### config.mk
export PLATFORM = sky130hd
export DESIGN_NAME = tbtb_top
export DESIGN_NICKNAME = d
export VERILOG_FILES = /design/src/rtl/tbtb_pkg.sv /design/src/rtl/tbtb_cam.sv /design/src/rtl/tbtb_victim.sv /design/src/rtl/tbtb_top.sv
export SDC_FILE = /design/constraint.sdc
export NUM_CORES = 2
export LEC_CHECK = 0
export ABC_CLOCK_PERIOD_IN_PS = 8650
export BUFFER_PORTS_ARGS = -buffer_cell sky130_fd_sc_hd__buf_2
export CORE_AREA = 2 2 315 286
export CTS_CLUSTER_DIAMETER = 50
export DETAILED_ROUTE_END_ITERATION = 12
export DIE_AREA = 0 0 317 288
export HOLD_SLACK_MARGIN = 0.05
export PLACE_DENSITY = 0.78
export SLEW_MARGIN = 10
export SYNTH_ARGS = -nofsm -noshare
export SYNTH_HDL_FRONTEND = slang
export SYNTH_SLANG_ARGS = --single-unit
### constraint.sdc
create_clock -name clk -period 8.65 [get_ports clk]
set_clock_uncertainty 0.1 [all_clocks]
set_input_delay 1.73 -clock clk [delete_from_list [all_inputs] [get_ports clk]]
set_output_delay 1.73 -clock clk [all_outputs]
set_load 0.05 [all_outputs]
### src/rtl/tbtb_pkg.sv
package tbtb_pkg;
  localparam int unsigned TBTB_PC_W    = 32;
  localparam int unsigned TBTB_ENTRIES = 16;

  typedef enum logic [1:0] {
    ACT_IDLE  = 2'd0,
    ACT_FIX   = 2'd1,
    ACT_FILL  = 2'd2,
    ACT_DROP  = 2'd3
  } tbtb_act_e;
endpackage

### src/rtl/tbtb_cam.sv
module tbtb_cam #(
  parameter int unsigned N = 16,
  parameter int unsigned W = 32
) (
  input  logic [N-1:0] vld,
  input  logic [W-1:0] tags [N],
  input  logic [W-1:0] key,
  output logic [N-1:0] match
);
  for (genvar g = 0; g < N; g++) begin : g_cmp
    assign match[g] = vld[g] && (tags[g] == key);
  end
endmodule

### src/rtl/tbtb_victim.sv
module tbtb_victim #(
  parameter int unsigned N = 16,
  localparam int unsigned IW = (N > 1) ? $clog2(N) : 1
) (
  input  logic          clk,
  input  logic          rst_n,
  input  logic [N-1:0]  vld,
  input  logic          advance,
  output logic [IW-1:0] slot,
  output logic          full
);
  logic [IW-1:0] ptr_q;
  logic [IW-1:0] free_idx;

  always_comb begin
    free_idx = '0;
    for (int i = N - 1; i >= 0; i--) begin
      if (!vld[i]) free_idx = IW'(i);
    end
  end

  assign full = &vld;
  assign slot = full ? ptr_q : free_idx;

  always_ff @(posedge clk) begin
    if (!rst_n) begin
      ptr_q <= '0;
    end else if (advance) begin
      ptr_q <= (ptr_q == IW'(N - 1)) ? '0 : ptr_q + 1'b1;
    end
  end

  // the pointer holds unless a replacement used it
  a_r8_ptr_hold: assert property (@(posedge clk) disable iff (!rst_n)
    !advance |=> $stable(ptr_q));
  // a replacement moves the pointer by exactly one, wrapping
  a_r8_ptr_step: assert property (@(posedge clk) disable iff (!rst_n)
    advance |=> (ptr_q == (($past(ptr_q) == IW'(N - 1)) ? '0 : $past(ptr_q) + 1'b1)));
  // a free entry is chosen whenever one exists
  a_r4_free_first: assert property (@(posedge clk) disable iff (!rst_n)
    !full |-> !vld[slot]);
endmodule

### src/rtl/tbtb_top.sv
module tbtb_top
  import tbtb_pkg::*;
#(
  parameter int unsigned PC_W    = TBTB_PC_W,
  parameter int unsigned ENTRIES = TBTB_ENTRIES,
  parameter int unsigned PC_STEP = 4
) (
  input  logic            clk,
  input  logic            rst_n,
  input  logic [PC_W-1:0] fetch_pc,
  output logic            pred_hit,
  output logic [PC_W-1:0] pred_next_pc,
  input  logic            rs_valid,
  input  logic [PC_W-1:0] rs_pc,
  input  logic            rs_was_hit,
  input  logic            rs_taken,
  input  logic [PC_W-1:0] rs_target
);
  localparam int unsigned IW = (ENTRIES > 1) ? $clog2(ENTRIES) : 1;

  logic [ENTRIES-1:0] vld_q;
  logic [PC_W-1:0]    tag_q [ENTRIES];
  logic [PC_W-1:0]    tgt_q [ENTRIES];

  logic [ENTRIES-1:0] f_match;
  logic [ENTRIES-1:0] r_match;
  logic [PC_W-1:0]    f_tgt;
  logic [IW-1:0]      fill_slot;
  logic               all_used;
  logic               rr_advance;
  tbtb_act_e          act;

  // fetch side lookup
  tbtb_cam #(.N(ENTRIES), .W(PC_W)) u_fetch_cam (
    .vld(vld_q), .tags(tag_q), .key(fetch_pc), .match(f_match)
  );

  always_comb begin
    f_tgt = '0;
    for (int i = 0; i < ENTRIES; i++) begin
      if (f_match[i]) f_tgt = f_tgt | tgt_q[i];
    end
  end

  assign pred_hit     = |f_match;
  assign pred_next_pc = pred_hit ? f_tgt : fetch_pc + PC_W'(PC_STEP);

  // resolve side lookup
  tbtb_cam #(.N(ENTRIES), .W(PC_W)) u_rsv_cam (
    .vld(vld_q), .tags(tag_q), .key(rs_pc), .match(r_match)
  );

  always_comb begin
    act = ACT_IDLE;
    if (rs_valid) begin
      if (rs_taken)                    act = (|r_match) ? ACT_FIX : ACT_FILL;
      else if (rs_was_hit && |r_match) act = ACT_DROP;
    end
  end

  assign rr_advance = (act == ACT_FILL) && all_used;

  tbtb_victim #(.N(ENTRIES)) u_victim (
    .clk(clk), .rst_n(rst_n), .vld(vld_q), .advance(rr_advance),
    .slot(fill_slot), .full(all_used)
  );

  always_ff @(posedge clk) begin
    if (!rst_n) begin
      vld_q <= '0;
    end else begin
      case (act)
        ACT_FIX: begin
          for (int i = 0; i < ENTRIES; i++) begin
            if (r_match[i]) tgt_q[i] <= rs_target;
          end
        end
        ACT_FILL: begin
          vld_q[fill_slot] <= 1'b1;
          tag_q[fill_slot] <= rs_pc;
          tgt_q[fill_slot] <= rs_target;
        end
        ACT_DROP: begin
          vld_q <= vld_q & ~r_match;
        end
        default: ;
      endcase
    end
  end

  // checking state: last report and whether it is now stored
  logic [PC_W-1:0] chk_pc_q;
  logic [PC_W-1:0] chk_tgt_q;
  logic            chk_hit;
  logic [PC_W-1:0] chk_tgt;

  always_ff @(posedge clk) begin
    chk_pc_q  <= rs_pc;
    chk_tgt_q <= rs_target;
  end

  always_comb begin
    chk_hit = 1'b0;
    chk_tgt = '0;
    for (int i = 0; i < ENTRIES; i++) begin
      if (vld_q[i] && tag_q[i] == chk_pc_q) begin
        chk_hit = 1'b1;
        chk_tgt = tgt_q[i];
      end
    end
  end

  a_r1_empty_after_reset: assert property (@(posedge clk) disable iff (!rst_n)
    $rose(rst_n) |-> (vld_q == '0));
  a_r5_unique_fetch: assert property (@(posedge clk) disable iff (!rst_n)
    $onehot0(f_match));
  a_r5_unique_resolve: assert property (@(posedge clk) disable iff (!rst_n)
    $onehot0(r_match));
  a_r4_taken_stored: assert property (@(posedge clk) disable iff (!rst_n)
    (rs_valid && rs_taken) |=> (chk_hit && chk_tgt == chk_tgt_q));
  a_r6_dropped: assert property (@(posedge clk) disable iff (!rst_n)
    (rs_valid && !rs_taken && rs_was_hit) |=> !chk_hit);
  a_r7_idle_keeps: assert property (@(posedge clk) disable iff (!rst_n)
    (!rs_valid || (!rs_taken && !rs_was_hit)) |=> $stable(vld_q));
endmodule

## Word level (Yosys, flattened, before mapping)

Memories as Yosys holds them, arrays and structs flattened.
Cells that the tools add are included.

- Bits in registers: 532
- RAM bits: 512
- Bits of input ports: 101
- Memories kept: 1

Memory list:

| memory | words | bits a word | read ports | clocked after Yosys merged registers in | write ports | RTL line | text |
|---|---|---|---|---|---|---|---|
| tgt_q | 16 | 32 | 16 | 0 | 16 | tbtb_top.sv:23 | `logic [PC_W-1:0] tgt_q [ENTRIES];` |

- Add/subtract/negate cells: 2
- Order comparisons: 4
- Equality and inequality tests: 36
- Muxes and demuxes: 115
- Bitwise logic cells: 19
- Reduce and logical (&&, ||, !) cells: 42

Operators by type and width:

| operator | number |
|---|---|
| 32-bit == test | 32 |
| 32-bit 2-to-1 mux | 19 |
| 512-bit bitwise mux | 1 |
| 32-bit bitwise OR | 15 |
| 32-bit demux with 4-bit select | 1 |
| 4-bit 2-to-1 mux | 19 |
| 1-bit 2-to-1 mux | 69 |
| 1-bit logical AND | 36 |
| 32-bit by 3-bit adder with 32-bit output, second input constant | 1 |
| 16-bit one-hot mux with 2 select lines | 1 |
| 16-bit OR reduction | 2 |
| 32-bit OR reduction | 1 |
| 16-bit AND | 1 |
| 16-bit NOT | 1 |
| 16-bit bitwise OR | 1 |
| 16-bit AND reduction | 1 |
| 2-bit 2-to-1 mux | 4 |
| 5-bit greater-or-equal comparator, second input constant | 1 |
| 4-bit by 5-bit less-than comparator with 1-bit output, second input constant | 1 |
| 5-bit by 1-bit less-than comparator with 1-bit output, second input constant | 1 |
| 4-bit NOT with 5-bit output | 1 |
| 4-bit by 1-bit adder with 4-bit output, second input constant | 1 |
| 1-bit demux with 4-bit select | 1 |
| 2-bit == test, second input constant | 2 |
| other kinds (5) | 5 |

## Longest topological paths before layout

- Depth after elaboration: 34
- Gate-level depth with buffers: 12
- Gate-level depth less buffers: 8

## By module

A second synthesis with hierarchy kept.

- Cell total of the unflattened synthesis: 3255
- Area, all modules: 48511.5 um2

Modules (own cells, without submodules):

| module | times used | cells an instance | area each (um2) | seq. area each (um2) |
|---|---|---|---|---|
| tbtb_top | 1 | 1663 | 35300.1 | 31069.8 |
| tbtb_cam | 2 | 768 | 6409.9 | 0.0 |
| tbtb_victim | 1 | 56 | 391.6 | 80.1 |

## Worst setup path after synthesis

Ideal clock, no wire load.

- Path kind: input-to-reg
- Start: in rs_pc[29]
- End: mem tgt_q[6][0] in the netlist's numbering, enable pin
- Setup time: 472 ps
- Arrival time: 6038 ps
- Path slack: 2040 ps
- Cell stages on the path: 12
- Cell sequence: buf_2 -> buf_2 -> xor2_1 -> nor4_1 -> nand4_1 -> nor2_1 -> a2111oi_0 -> and4b_1 -> clkbuf_1 -> nand3_1 -> clkbuf_1 -> o32ai_1

RTL lines:

| item | RTL line | text |
|---|---|---|
| from (decl) | tbtb_top.sv:14 | `input logic [PC_W-1:0] rs_pc,` |
| to (decl) | tbtb_top.sv:23 |  |

## Final worst setup path

- Start: in fetch_pc[7]
- End: out pred_next_pc[9]

- Cells in the longest elaborated chain, start to end: 34
- Elaborated cells between the ends (all ways): 66
- Classes of those cells: add/sub (1); eq/ne (16); mux (17); bitwise (15); reduce/logical (17)

RTL lines:

| item | RTL line | text |
|---|---|---|
| from (decl) | tbtb_top.sv:10 | `input logic [PC_W-1:0] fetch_pc,` |
| 32-bit == test | tbtb_cam.sv:11 | `assign match[g] = vld[g] && (tags[g] == key);` |
| 1-bit logical AND | tbtb_cam.sv:11 |  |
| 32-bit 2-to-1 mux | tbtb_top.sv:41 | `if (f_match[i]) f_tgt = f_tgt \| tgt_q[i];` |
| 32-bit bitwise OR | tbtb_top.sv:41 |  |
| 32-bit 2-to-1 mux | tbtb_top.sv:41 |  |
| 32-bit bitwise OR | tbtb_top.sv:41 |  |
| 32-bit 2-to-1 mux | tbtb_top.sv:41 |  |
| 32-bit bitwise OR | tbtb_top.sv:41 |  |
| (+18 left out) | - |  |
| 32-bit 2-to-1 mux | tbtb_top.sv:41 |  |
| 32-bit bitwise OR | tbtb_top.sv:41 |  |
| 32-bit 2-to-1 mux | tbtb_top.sv:41 |  |
| 32-bit bitwise OR | tbtb_top.sv:41 |  |
| 32-bit 2-to-1 mux | tbtb_top.sv:41 |  |
| 32-bit bitwise OR | tbtb_top.sv:41 |  |
| 32-bit 2-to-1 mux | tbtb_top.sv:41 |  |
| 32-bit 2-to-1 mux (*) | tbtb_top.sv:46 | `assign pred_next_pc = pred_hit ? f_tgt : fetch_pc + PC_W'(PC_STEP);` |
| to (decl) | tbtb_top.sv:12 | `output logic [PC_W-1:0] pred_next_pc,` |

Mark *: on every way between the ends. The rest lies on a longest branch, timed or not.

==> results.md <==
- Slew @ Worst Pin: 1292 ps
- Vias in the first global route: 31030
- Hold WC Path Type: reg2reg
- WP buf/inv: 4
- Total grt overflow: 0
- Final hold viol count: 0
- CP max stage cell: buf_2
- Peak VDD IR: 0.0001783 V
- Netlist cell types: 60
- Die Ht: 288 um
- Rel. slew slack: 13.04%
- Ys Warns: 0
- WP data required: 6820 ps
- Critical Path Fanout Max: 35
- CTS sink cnt: 1044
- Top Ports: 134
- Syn_nets: 3387
- Die area: 91300 um2
- Top-count cell post-synth: edfxtp_1
- Die Wd: 317 um
- Crit path cell chain: buf_2 -> buf_4 -> xor2_1 -> nor4_1 -> nand4_1 -> nor3_2 -> or4_1 -> or4_2 -> buf_4 -> nor2_1 -> or3_1 -> buf_2
- Worst slack, placed: 1138 ps
- RSZ-0062 raised after global routing: no
- Setup-failing EPs final: 0
- Core Area: 88350 um2
- Crit path time final: 7703 ps
- Synth area leader: edfxtp_1
- Post-Syn Area: 48060 um2
- Outcome: finished clean
- CTS buffer count: 110
- Register bit total from synthesis: 1044
- Post-synth top cells: edfxtp_1, xor2_1, xnor2_1
- Vias/cell: 6.730
- Critical path startpoint category: input pin
- Drt wl/cell: 33.59 um
- Post_cts resized: 0
- FMAX: 129.8 MHz
- CTS tree: done
- Final Max Slew Viols: 0
- Max Cap Viol: 0
- Worst-path clk slew: 60 ps
- Starting Density: 54.40%
- Finished Layout Cells: 4739
- Initial antenna violation count: 8
- Setup WS post-layout: 946.6 ps
- First-pass GRT wire length: 223.4 mm
- Post-CTS Setup Bufs: 0
- CP Data Arrival Time: 5870 ps
- Fraction of layout cells with a size suffix above 1: 14.37%
- Via count: 31900
- Total design power: 0.01084 W
- DRT antenna net count: 0
- DRC viols: 0
- CTS root buffer: clkbuf_16
- Final TNS setup: 0 ps
- Post-synth EDFFs: 1024
- H-tree depth: 3
- Maximum number of pins on one net before global-route repair: 36
- WL final: 159.2 mm
- GP Congestion: 1.019
- Row count: 104
- Syn Inst Count: 3284
- Most used flip-flop cell after synthesis: edfxtp_1
- Clk buf depth: 3
- Synth-to-Final Area Change: 12.11%
- Worst Hold Slack: 460.9 ps
- Clock latency on the worst-skew pair: 690 ps
- Post-synth ARST share: 0%
- Area fraction of the dominant cell type after synthesis: 63.98%
- Synthesized area per cell: 14.63 um2
- CTS Hold Bufs: 0
- Synth top area cells: edfxtp_1, xor2_1, xnor2_1
- Total GRT Usage: 34.57%
- PortBufs: 133
- P_leak: 17.71 nW
- Sequential-to-total area share from yosys stat: 64.81%
- Power Dens Cells: 201.2 nW/um2
- CP top delay family: simple AND/OR/NAND/NOR gates
- Final period utilization: 89.06%
- Kind of critical path: in2out
- Initial DRC count: 4911
- Worst setup EP type: output pin
- First drt pass iteration count: 6
- Fin nets: 3579
- Dpl cells: 4530
- Post-DP HPWL: 97.58 mm
- CP peak stage delay: 720 ps
==> power by group <==
part,switching (W),leakage [nW],internal [W]
Combinational,0.000520,6.66,0.000189
Sequential,0.00000980,9.37,0.00557
Clock,0.00204,1.68,0.00252
==> tightest hold or removal path, cell delays in order (launching register included) <==
cell and delay (ps):
dfxtp_1 360, nand2_1 80, mux2i_1 70
==> path summary, 6_finish.rpt <==
check | startpoint | end | slack, ps | cells past startpoint
worst min register to register | u_victim.ptr_q[2] | u_victim.ptr_q[2] | 460 | 2
worst min-delay path | u_victim.ptr_q[2] | u_victim.ptr_q[2] | 460 | 2
worst max register to register | tag_q[149] | tgt_q[0][9] | 3550 | 9
worst max-delay path | fetch_pc[7] | pred_next_pc[9] | 950 | 12
==> state kept, by name, summed over array words and instances, names as in the netlist <==
name / flops
tag_q: 512
tgt_q: 512
u_victim.ptr_q: 4
vld_q: 16
==> layout make-up <==
type | count | area [um2]
antenna | 4 | 10.01
clock buffer | 133 | 2839
clock inverter | 72 | 618.1
fill | 6291 | 34470
inverter | 11 | 41.29
multi-input combinational | 2030 | 15990
sequential | 1044 | 31150
tap | 1166 | 1459
timing repair buffer | 279 | 1774
==> metal layers <==
| metal | track usage [%] | wire length [um] | vias to the layer above |
|---|---|---|---|
| met5 | 0 | 22 | - |
| met4 | 20.37 | 10750 | 4 |
| met3 | 8.976 | 22460 | 587 |
| met2 | 51.84 | 70160 | 2782 |
| met1 | 45.56 | 55770 | 15700 |
| li1 | - | - | 12820 |
==> metrics by stage <==
stage               area [um2]  utilization, %
global placement         50410           57.06
floorplan                48060               -
finish                   53880           60.98
global route             53880           60.98
CTS                      53870           60.97
detailed placement       50410           57.06
==> cells by family after synthesis <==
family,Yosys count,synth area share (%)
XOR/XNOR,1051,19.17
flip-flops,1044,64.81
AND/OR/NAND/NOR,618,7.248
AO/OA/AOI/OAI,351,5.808
buffers and inverters,210,2.702
multiplexers,8,0.2083
adder cells (fa/ha/maj),2,0.05206
==> layout by cell type, fill, tap and decap left out, drive strengths merged, types with 10 or more instances in the layout <==
master,count
nand3,68
a21oi,19
nor3,50
buf,279
a22o,80
edfxtp,1024
o21ai,18
clkbuf,133
clkinv,48
xor2,729
or4,10
and4,12
dfxtp,20
o211ai,16
a221oi,80
nand2,80
nor2,51
nor4,198
a22oi,96
nand4,125
inv,24
xnor2,322
Note: power is estimated with default switching activity, not from simulation.
